<file path="src/rtl/pgsram_pkg.sv">
package pgsram_pkg;

  typedef enum logic [2:0] {
    S_IDLE     = 3'd0,
    S_RD_WAIT  = 3'd1,
    S_RD_OPEN  = 3'd2,
    S_TURN     = 3'd3,
    S_WR_SETUP = 3'd4,
    S_WR_PULSE = 3'd5,
    S_WR_HOLD  = 3'd6
  } pg_state_e;

  // Whole clock cycles that cover a time in picoseconds (rounded up).
  function automatic int unsigned cyc_ceil(input int unsigned t_ps,
                                           input int unsigned clk_ps);
    return (t_ps + clk_ps - 1) / clk_ps;
  endfunction

endpackage

</file>
<file path="src/rtl/pgsram_rst_sync.sv">
module pgsram_rst_sync (
  input  logic clk,
  input  logic rst_n,
  output logic rst_s_n
);
  logic meta_q;

  always_ff @(posedge clk or negedge rst_n) begin
    if (!rst_n) begin
      meta_q  <= 1'b0;
      rst_s_n <= 1'b0;
    end else begin
      meta_q  <= 1'b1;
      rst_s_n <= meta_q;
    end
  end
endmodule

</file>
<file path="src/rtl/pgsram_wait_cnt.sv">
module pgsram_wait_cnt #(
  parameter int CNT_W = 4
) (
  input  logic             clk,
  input  logic             rst_n,
  input  logic             load,
  input  logic             dec,
  input  logic [CNT_W-1:0] load_val,
  output logic             zero
);
  logic [CNT_W-1:0] cnt_q, cnt_d;

  always_comb begin
    cnt_d = cnt_q;
    if (load)     cnt_d = load_val;
    else if (dec) cnt_d = cnt_q - 1'b1;
  end

  always_ff @(posedge clk or negedge rst_n) begin
    if (!rst_n)           cnt_q <= '0;
    else if (load || dec) cnt_q <= cnt_d;
  end

  assign zero = (cnt_q == '0);

  // a wait is never stepped past zero (no wrap into a long wait)
  p_dec_nonzero_r2: assert property (@(posedge clk) disable iff (!rst_n)
    dec |-> !zero);
endmodule

</file>
<file path="src/rtl/pgsram_page_track.sv">
module pgsram_page_track #(
  parameter int PG_W = 3
) (
  input  logic            clk,
  input  logic            rst_n,
  input  logic            set,
  input  logic            clr,
  input  logic [PG_W-1:0] set_page,
  input  logic [PG_W-1:0] look_page,
  output logic            hit
);
  logic            valid_q, valid_d;
  logic [PG_W-1:0] page_q;

  always_comb begin
    valid_d = valid_q;
    if (clr)      valid_d = 1'b0;
    else if (set) valid_d = 1'b1;
  end

  always_ff @(posedge clk or negedge rst_n) begin
    if (!rst_n) valid_q <= 1'b0;
    else        valid_q <= valid_d;
  end

  always_ff @(posedge clk or negedge rst_n) begin
    if (!rst_n)   page_q <= '0;
    else if (set) page_q <= set_page;
  end

  assign hit = valid_q && (look_page == page_q);

  // a page closed by a write or by a chip-select release stays closed
  p_closed_no_hit_r8: assert property (@(posedge clk) disable iff (!rst_n)
    (clr && !set) |=> !hit);
endmodule

</file>
<file path="src/rtl/pgsram_ctrl.sv">
module pgsram_ctrl
  import pgsram_pkg::*;
#(
  parameter int ADDR_W     = 11,
  parameter int DATA_W     = 8,
  parameter int PAGE_WORDS = 256,
  parameter int CLK_PS     = 8000,
  parameter int T_ACC_PS   = 70000,
  parameter int T_PAGE_PS  = 30000,
  parameter int HOLD_CYC   = 4
) (
  input  logic              clk,
  input  logic              rst_n,
  input  logic              host_req,
  input  logic              host_we,
  input  logic [ADDR_W-1:0] host_addr,
  input  logic [DATA_W-1:0] host_wdata,
  output logic              host_ready,
  output logic [DATA_W-1:0] host_rdata,
  output logic [ADDR_W-1:0] mem_addr,
  output logic [DATA_W-1:0] mem_dq_o,
  output logic              mem_dq_oe,
  input  logic [DATA_W-1:0] mem_dq_i,
  output logic              mem_ce_n,
  output logic              mem_we_n,
  output logic              mem_oe_n
);
  localparam int ACC_RAW  = int'(cyc_ceil(T_ACC_PS, CLK_PS));
  localparam int PAGE_RAW = int'(cyc_ceil(T_PAGE_PS, CLK_PS));
  localparam int ACC_CYC  = (ACC_RAW  < 1) ? 1 : ACC_RAW;
  localparam int PAGE_CYC = (PAGE_RAW < 1) ? 1 : PAGE_RAW;
  localparam int HOLD_EFF = (HOLD_CYC < 1) ? 1 : HOLD_CYC;
  localparam int MAX_AP   = (ACC_CYC > PAGE_CYC) ? ACC_CYC : PAGE_CYC;
  localparam int WAIT_MAX = (MAX_AP > HOLD_EFF) ? MAX_AP : HOLD_EFF;
  localparam int CNT_W    = $clog2(WAIT_MAX + 1);
  localparam int OFS_W    = $clog2(PAGE_WORDS);
  localparam int PG_W     = ADDR_W - OFS_W;

  localparam logic [CNT_W-1:0] LD_ACC  = CNT_W'(ACC_CYC - 1);
  localparam logic [CNT_W-1:0] LD_PAGE = CNT_W'(PAGE_CYC - 1);
  localparam logic [CNT_W-1:0] LD_HOLD = CNT_W'(HOLD_EFF - 1);

  logic rst_s_n;

  pgsram_rst_sync u_rst (
    .clk     (clk),
    .rst_n   (rst_n),
    .rst_s_n (rst_s_n)
  );

  pg_state_e st_q, st_d;
  logic [ADDR_W-1:0] addr_d;
  logic              ce_d, oe_d, we_d, dqoe_d, rdy_d;
  logic              wd_ld, rd_cap;
  logic              cnt_ld, cnt_dec, cnt_zero;
  logic [CNT_W-1:0]  cnt_val;
  logic              pg_set, pg_clr, pg_hit;

  pgsram_wait_cnt #(.CNT_W(CNT_W)) u_wait (
    .clk      (clk),
    .rst_n    (rst_s_n),
    .load     (cnt_ld),
    .dec      (cnt_dec),
    .load_val (cnt_val),
    .zero     (cnt_zero)
  );

  pgsram_page_track #(.PG_W(PG_W)) u_page (
    .clk       (clk),
    .rst_n     (rst_s_n),
    .set       (pg_set),
    .clr       (pg_clr),
    .set_page  (mem_addr[ADDR_W-1:OFS_W]),
    .look_page (host_addr[ADDR_W-1:OFS_W]),
    .hit       (pg_hit)
  );

  // Next-state and next-output logic
  always_comb begin
    st_d    = st_q;
    addr_d  = mem_addr;
    ce_d    = mem_ce_n;
    oe_d    = mem_oe_n;
    we_d    = mem_we_n;
    dqoe_d  = mem_dq_oe;
    rdy_d   = 1'b0;
    wd_ld   = 1'b0;
    rd_cap  = 1'b0;
    cnt_ld  = 1'b0;
    cnt_dec = 1'b0;
    cnt_val = LD_ACC;
    pg_set  = 1'b0;
    pg_clr  = 1'b0;
    unique case (st_q)
      S_IDLE: begin
        if (host_req) begin
          addr_d = host_addr;
          ce_d   = 1'b0;
          if (host_we) begin
            wd_ld  = 1'b1;
            dqoe_d = 1'b1;
            pg_clr = 1'b1;
            st_d   = S_WR_SETUP;
          end else begin
            oe_d   = 1'b0;
            cnt_ld = 1'b1;
            st_d   = S_RD_WAIT;
          end
        end
      end
      S_RD_WAIT: begin
        if (cnt_zero) begin
          rd_cap  = 1'b1;
          rdy_d   = 1'b1;
          pg_set  = 1'b1;
          cnt_ld  = 1'b1;
          cnt_val = LD_HOLD;
          st_d    = S_RD_OPEN;
        end else begin
          cnt_dec = 1'b1;
        end
      end
      S_RD_OPEN: begin
        if (host_req) begin
          addr_d = host_addr;
          if (host_we) begin
            oe_d   = 1'b1;
            wd_ld  = 1'b1;
            pg_clr = 1'b1;
            st_d   = S_TURN;
          end else begin
            cnt_ld  = 1'b1;
            cnt_val = pg_hit ? LD_PAGE : LD_ACC;
            st_d    = S_RD_WAIT;
          end
        end else if (cnt_zero) begin
          ce_d   = 1'b1;
          oe_d   = 1'b1;
          pg_clr = 1'b1;
          st_d   = S_IDLE;
        end else begin
          cnt_dec = 1'b1;
        end
      end
      S_TURN: begin
        dqoe_d = 1'b1;
        st_d   = S_WR_SETUP;
      end
      S_WR_SETUP: begin
        we_d   = 1'b0;
        cnt_ld = 1'b1;
        st_d   = S_WR_PULSE;
      end
      S_WR_PULSE: begin
        if (cnt_zero) begin
          we_d = 1'b1;
          st_d = S_WR_HOLD;
        end else begin
          cnt_dec = 1'b1;
        end
      end
      S_WR_HOLD: begin
        dqoe_d = 1'b0;
        ce_d   = 1'b1;
        rdy_d  = 1'b1;
        st_d   = S_IDLE;
      end
      default: st_d = S_IDLE;
    endcase
  end

  // State and strobe registers
  always_ff @(posedge clk or negedge rst_s_n) begin
    if (!rst_s_n) begin
      st_q       <= S_IDLE;
      mem_addr   <= '0;
      mem_ce_n   <= 1'b1;
      mem_oe_n   <= 1'b1;
      mem_we_n   <= 1'b1;
      mem_dq_oe  <= 1'b0;
      host_ready <= 1'b0;
    end else begin
      st_q       <= st_d;
      mem_addr   <= addr_d;
      mem_ce_n   <= ce_d;
      mem_oe_n   <= oe_d;
      mem_we_n   <= we_d;
      mem_dq_oe  <= dqoe_d;
      host_ready <= rdy_d;
    end
  end

  // Data registers with explicit load enables
  always_ff @(posedge clk or negedge rst_s_n) begin
    if (!rst_s_n)   mem_dq_o <= '0;
    else if (wd_ld) mem_dq_o <= host_wdata;
  end

  always_ff @(posedge clk or negedge rst_s_n) begin
    if (!rst_s_n)    host_rdata <= '0;
    else if (rd_cap) host_rdata <= mem_dq_i;
  end

  // Bus protocol properties
  p_no_drive_oe_r7: assert property (@(posedge clk) disable iff (!rst_s_n)
    !mem_oe_n |-> !mem_dq_oe);

  p_we_oe_excl_r11: assert property (@(posedge clk) disable iff (!rst_s_n)
    !mem_we_n |-> mem_oe_n);

  p_strobe_ce_r11: assert property (@(posedge clk) disable iff (!rst_s_n)
    (!mem_oe_n || !mem_we_n) |-> !mem_ce_n);

  p_ready_pulse_r10: assert property (@(posedge clk) disable iff (!rst_s_n)
    host_ready |=> !host_ready);

  p_we_addr_hold_r5: assert property (@(posedge clk) disable iff (!rst_s_n)
    !mem_we_n |=> (mem_we_n || $stable(mem_addr)));

  p_we_rise_data_r5: assert property (@(posedge clk) disable iff (!rst_s_n)
    $rose(mem_we_n) |-> (mem_dq_oe && !mem_ce_n));

  p_turn_idle_r6: assert property (@(posedge clk) disable iff (!rst_s_n)
    ($rose(mem_oe_n) && !mem_ce_n) |-> !mem_dq_oe);
endmodule

</file>
<file path="config.mk">
export PLATFORM = sky130hd
export DESIGN_NAME = pgsram_ctrl
export DESIGN_NICKNAME = d
export VERILOG_FILES = /design/src/rtl/pgsram_pkg.sv /design/src/rtl/pgsram_rst_sync.sv /design/src/rtl/pgsram_wait_cnt.sv /design/src/rtl/pgsram_page_track.sv /design/src/rtl/pgsram_ctrl.sv
export SDC_FILE = /design/constraint.sdc
export NUM_CORES = 1
export LEC_CHECK = 0
export BUFFER_PORTS_ARGS = -buffer_cell sky130_fd_sc_hd__buf_2
export CORE_MARGIN = 2
export CORE_UTILIZATION = 54
export DETAILED_ROUTE_END_ITERATION = 7
export PLACE_DENSITY = 0.86
export REMOVE_ABC_BUFFERS = 1
export SYNTH_ARGS = -nofsm -noshare
export SYNTH_HDL_FRONTEND = slang
export SYNTH_SLANG_ARGS = --single-unit
</file>
<file path="constraint.sdc">
create_clock -name clk -period 2.9 [get_ports clk]
set_input_delay 0.145 -clock clk [delete_from_list [all_inputs] [get_ports clk]]
set_output_delay 0.145 -clock clk [all_outputs]
set_load 0.05 [all_outputs]
</file>
* Yosys cells after proc, flatten, opt, wreduce, memory -nomap -nowiden
Cells that the tools add are included.
Storage, ports and cells: bits in latches 0, logic and storage cells 93, memory bits (writable) 0, bits in registers 45, input port bits 31, memory bits (read-only) 0, memories kept 0, output and inout port bits 32
Operators by class: mux-type cells 43, bitwise logic cells 0, shifts and indexed selects 0, div/mod/pow operators 0, order comparisons 0, multipliers 0, eq/ne operators 16, add/subtract/negate cells 1, reduce and logical (&&, ||, !) cells 19
Operators by type and width (number):
- 4-bit 2-to-1 mux | 6
- 1-bit 2-to-1 mux | 20
- 3-bit 2-to-1 mux | 6
- 3-bit one-hot mux with 6 select lines | 1
- 2-bit != test, second input constant | 7
- 1-bit one-hot mux with 2 select lines | 5
- 3-bit equality test, second input constant | 3
- 1-bit one-hot mux with 3 select lines | 3
- 4-bit one-hot mux with 2 select lines | 1
- 4-bit AND reduction | 2
- 2-bit nonzero test | 4
- 3-bit by 2-bit equality test with 1-bit output, second input constant | 2
- 3-bit != test, second input constant | 2
- 2-bit AND reduction | 3
- 3-bit nonzero test | 2
- 5-bit AND reduction | 1
- 4-bit logical NOT | 1
- 2-bit OR reduction | 2
- 4-bit by 1-bit subtractor with 4-bit output, second input constant | 1
- 3-bit by 1-bit equality test with 1-bit output, second input constant | 1
- 3-bit equality test | 1
- 3-bit logical NOT | 1
- 3-bit AND reduction | 1
- 2-bit 2-to-1 mux | 1
- other kinds (2) | 2

* Logic depth before layout (Yosys ltp)
depth after elaboration 7, depth in mapped cells 7, mapped depth without buffers 6

* By module
A second synthesis with hierarchy kept.
Unflattened totals: cell total of the unflattened synthesis 155, area total of the unflattened synthesis 2005.7 um^2
By module, submodules not included:
- pgsram_ctrl | cells each 118, area an instance 1545.2 um^2, sequential area each 879.6 um^2, times used 1
- pgsram_wait_cnt | cells each 21, area an instance 230.2 um^2, sequential area each 100.1 um^2, times used 1
- pgsram_page_track | cells each 13, area an instance 176.4 um^2, sequential area each 100.1 um^2, times used 1
- pgsram_rst_sync | cells each 3, area an instance 53.8 um^2, sequential area each 50.0 um^2, times used 1

* Worst setup path before layout
Ideal clock, no wire load.
path type reg-to-reg, start register u_wait.cnt_q[0], end register u_wait.cnt_q[3], setup slack 1141 ps, buffers on the path 0, required time 2780 ps, stages on the path, launching flop included 7, period minus slack after synthesis 1759 ps, setup time 120 ps, arrival 1639 ps, cell sequence dfrtp_1 inv_1 ha_1 or3b_4 o21a_1 or2_2 o211a_1
Between the ends: longest elaborated chain between the ends 6, elaborated cells between the ends (all ways) 14, those cells by class add/sub (1); mux (9); reduce/logical (4)
Ends and longest elaborated chain:
- from (decl) | line pgsram_wait_cnt.sv:11 | logic [CNT_W-1:0] cnt_q, cnt_d;
- from (signal assigned) | line pgsram_wait_cnt.sv:21 | else if (load || dec) cnt_q <= cnt_d;
- 4-bit logical NOT | line pgsram_wait_cnt.sv:24 | assign zero = (cnt_q == '0);
- 1-bit 2-to-1 mux | line pgsram_ctrl.sv:112, pgsram_ctrl.sv:136, pgsram_ctrl.sv:155
- 1-bit 2-to-1 mux | line pgsram_ctrl.sv:124 | if (host_req) begin
- 1-bit one-hot mux with 2 select lines | line pgsram_ctrl.sv:94 | unique case (st_q)
- 2-bit nonzero test (no source line) / 1-bit logical OR (equally long branches)
- 2-bit AND reduction (no source line)
Parallel ways exist; a longest one is shown, timed or not. The select of a mux whose other input is x is not followed. A chain may end at the register's enable or synchronous reset.

* Worst setup path in the final report
start register st_q[0], end register mem_dq_o[3]
Between the ends: longest elaborated chain between the ends 3, elaborated cells between the ends (all ways) 4, those cells by class eq/ne (1); mux (1); reduce/logical (2)
Ends and longest elaborated chain:
- from (decl) | line pgsram_ctrl.sv:51 | pg_state_e st_q, st_d;
- from (signal assigned) | line pgsram_ctrl.sv:183 | st_q <= st_d;
- 3-bit by 2-bit equality test with 1-bit output / 3-bit logical NOT (equally long branches) | line pgsram_ctrl.sv:94
- 2-bit OR reduction (no source line) *
- 1-bit 2-to-1 mux *
- to (signal assigned) | line pgsram_ctrl.sv:196 | else if (wd_ld) mem_dq_o <= host_wdata;
- to (decl) | line pgsram_ctrl.sv:21 | output logic [DATA_W-1:0] mem_dq_o,
Every way passes the cells marked *; elsewhere a longest branch is shown, timed or not.

==> results.md <==
* Worst Hold Class: primary input to flip-flop
* Global-route usage over all layers at 21.8%
* Post-detail-place hpwl at 2890 um
* Total number of clock tree sinks at 45
* CP required at 3140 ps
* Final setup violation count at 0
* Achievable clock frequency at 475 MHz
* Leakage at 0.00124 uW
* Sequential fraction of the synthesis area at 58.2%
* Post-route standard cell area excluding fillers at 2430 um^2
* Area Overhead vs Synth at 25.4%
* Synthesized area per cell at 11.2 um^2
* Max-cap violations at 0
* Drt first pass iters at 4
* Most used standard cell by instance count after synthesis: dfrtp_1
* Non-Filler Instances at 291
* Most used flip-flop cell after synthesis: dfrtp_1
* Setup repair after global routing missed its margin: false
* Final net count at 276
* Launch instance of the worst min-delay path: host_addr[10]
* Wire length of the first global-routing pass at 6910 um
* Drt drc at 0
* Core area at 3390 um^2
* Inst Count DP at 274
* Crit path capture type: flip-flop
* Cell area after synthesis at 1940 um^2
* Cell chain of the critical path: nor2_1 -> and2_1 -> nand2_1 -> mux2_2
* Buffer cell driving the clock tree root: clkbuf_4
* I/O pin count at 63
* Cells taking the most area after synthesis: dfrtp_1 54%, mux2_2 11%, nand2_1 7.9%, dfstp_2 4.1%, o21ai_0 2.3%
* Largest delay share family, worst path: simple AND/OR/NAND/NOR gates
* PortBufs at 62
* Vert. Die Dim at 64.0 um
* Share of Yosys cell area claimed by the top area cell type at 54.1%
* Count of warnings emitted by yosys at 0
* Cell variety after synth at 40
* Clock-pin slew on the worst setup and hold paths at 140 ps
* Maximum cell stage delay along the critical path at 520 ps
* CP Launch Point: st_q[0]
* Antenna cells at 0
* Run status: completed
* Number of register bits inferred by synthesis at 45
* Proportion of synthesized area in mux cells at 11.0%
* Final hold violation count at 0
* Final critical path time including I/O delays and setup at 2100 ps
* Crit path buffers/inverters at 0
* Compound-cell area share of the yosys netlist at 9.79%
* Worst rel slew slack at 41.4%
* Worst clock skew at 14.4 ps
* Remaining global-route overflow at 0
* Fin Setup TNS at 0 ps
* Post-DR vias/cell at 5.23
* Parity-gate share of the synthesized area counting xor and xnor cells at 1.80%
* Full die area at 4090 um^2
* Number of clock buffers inserted by TritonCTS at 5
* Initial Utilization at 57.3%
* Arr. time, crit path at 2340 ps
* # resized after CTS at 0
* H-tree depth reported by CTS at 2
* Async set or reset register ratio after synthesis at 100%
* Area fraction in and, or, nand and nor cells after synthesis at 15.3%
* Yosys top cell by area: dfrtp_1
* R2R Path Start: st_q[0]
* DP Area at 2270 um^2
* Measured slew at the worst slew-check pin at 878 ps
* Total power at 2980 uW
* EDFF count, synth at 0
* Reg2reg setup slack at 800 ps
* Dominant combinational cell family by area after synthesis: simple AND/OR/NAND/NOR gates
* Largest net degree at the start of global routing at 44
* Power density normalized to cell area at 1220 nW/um^2
* Gate count after technology mapping at 173
* Routability cong. at 0.814
* Worst-skew pair later-pin latency at 350 ps
* Share of the clock period used by the worst path after layout at 72.5%
* Routed WL at 4100 um
* Worst Path Class, Setup: flip-flop to flip-flop
* Worst supply voltage drop on vdd at 0.724 mV
* Largest fanout on the critical path at 12
* Highest-delay cell along the critical path: dfrtp_1
* Violation count after the first detailed-routing iteration at 54
* Fraction of final layout cells sized beyond drive strength 1 at 41.6%
* Most frequent cells after synthesis: 42 x dfrtp_1, 41 x nand2_1, 19 x mux2_2
* Max Transition Viols Final at 0
* Chip width at 64.0 um
* CP startpoint kind: flip-flop
* Initial antenna violation count at 0
* Total number of vias at 1522
* TritonCTS clock tree: done
* Core Rows at 21
* Max clock buf depth at 2
* Average wire per standard cell at 14.1 um
* Number of global-route vias before repair at 1583
* Arithmetic-cell share of the synthesized area counting full adders, half adders and majority gates at 0.644%
* Count of nets left with antenna violations after detail routing at 0
## what timing repair did
| item | CTS | global route |
|---|---|---|
| hold buffers | 9 | 0 |
| setup buffers | 0 | 0 |
| endpoints found under the hold margin | 10 | 0 |
## stage by stage
step           hold WS, ps  setup WS [ps]  util, %
3_3_place_gp         -62.6            860     67.0
3_5_place_dp         -64.6            825     67.0
6_report              7.32            796     71.8
4_1_cts               2.55            805     71.8
2_1_floorplan         -151           1140        -
5_1_grt               4.70            638     71.8
## worst reg2reg max path, delay by kind of cell, from the launching register on
kind	cells	cell delay, ps
flops	1	520
mux	1	370
simple gates	3	1120
## cell usage in the layout, fill, tap and decap left out, types with 2 or more instances in the layout
master,count
buf_2,62
nand2_1,41
dfrtp_1,41
mux2_2,19
o21ai_0,9
dlygate4sd3_1,9
nor2_1,7
inv_1,5
clkbuf_4,5
a21oi_1,4
nand3_1,3
xnor2_1,3
dfstp_2,3
and2_1,2
nand2b_1,2
o31a_1,2
a21o_2,2
a2bb2oi_1,2
clkbuf_8,2
## worst paths after layout
check / end / depth (start not counted)
max: mem_dq_o[3] / 4
min: mem_addr[10] / 3
max reg2reg: mem_dq_o[3] / 4
min reg2reg: u_rst.rst_s_n / 0
max in group asynchronous: mem_dq_o[7] / 0
min in group asynchronous: u_rst.meta_q / 2
## power breakdown
part | internal, uW | switching (uW) | leakage [uW]
registers | 896 | 207 | 0.000542
logic | 474 | 1060 | 0.000659
clock network | 145 | 196 | 0.0000419
total | 1520 | 1470 | 0.00124
## per-layer routing
layer	track usage, %	share of wire (%)	up-vias	wire [um]
met5	0	0	-	0
met4	9.78	1.9	0	80
met3	5.81	6.5	8	267
met2	36.1	52	54	2120
met1	26.6	40	725	1640
li1	-	-	735	-
## state kept, by name (all words and copies together), names as in the netlist, 3 cells and up
register       flops
host_rdata         8
mem_addr          11
mem_dq_o           8
st_q               3
u_page.page_q      3
u_wait.cnt_q       4
## cells by family after synthesis
| family | Yosys count |
|---|---|
| AO/OA/AOI/OAI | 27 |
| XOR/XNOR | 4 |
| buffers and inverters | 12 |
| other | 1 |
| flip-flops | 45 |
| multiplexers | 19 |
| AND/OR/NAND/NOR | 64 |
| adder cells (fa/ha/maj) | 1 |
## cell type report
type | instances | area, um^2
sequential | 45 | 1130
fill | 215 | 955
multi-input combinational | 116 | 753
timing repair buffer | 71 | 400
clock buffer | 7 | 65.1
tap | 46 | 57.6
inverter | 5 | 18.8
clock inverter | 1 | 8.76
Note: power is estimated with default switching activity, not from simulation.
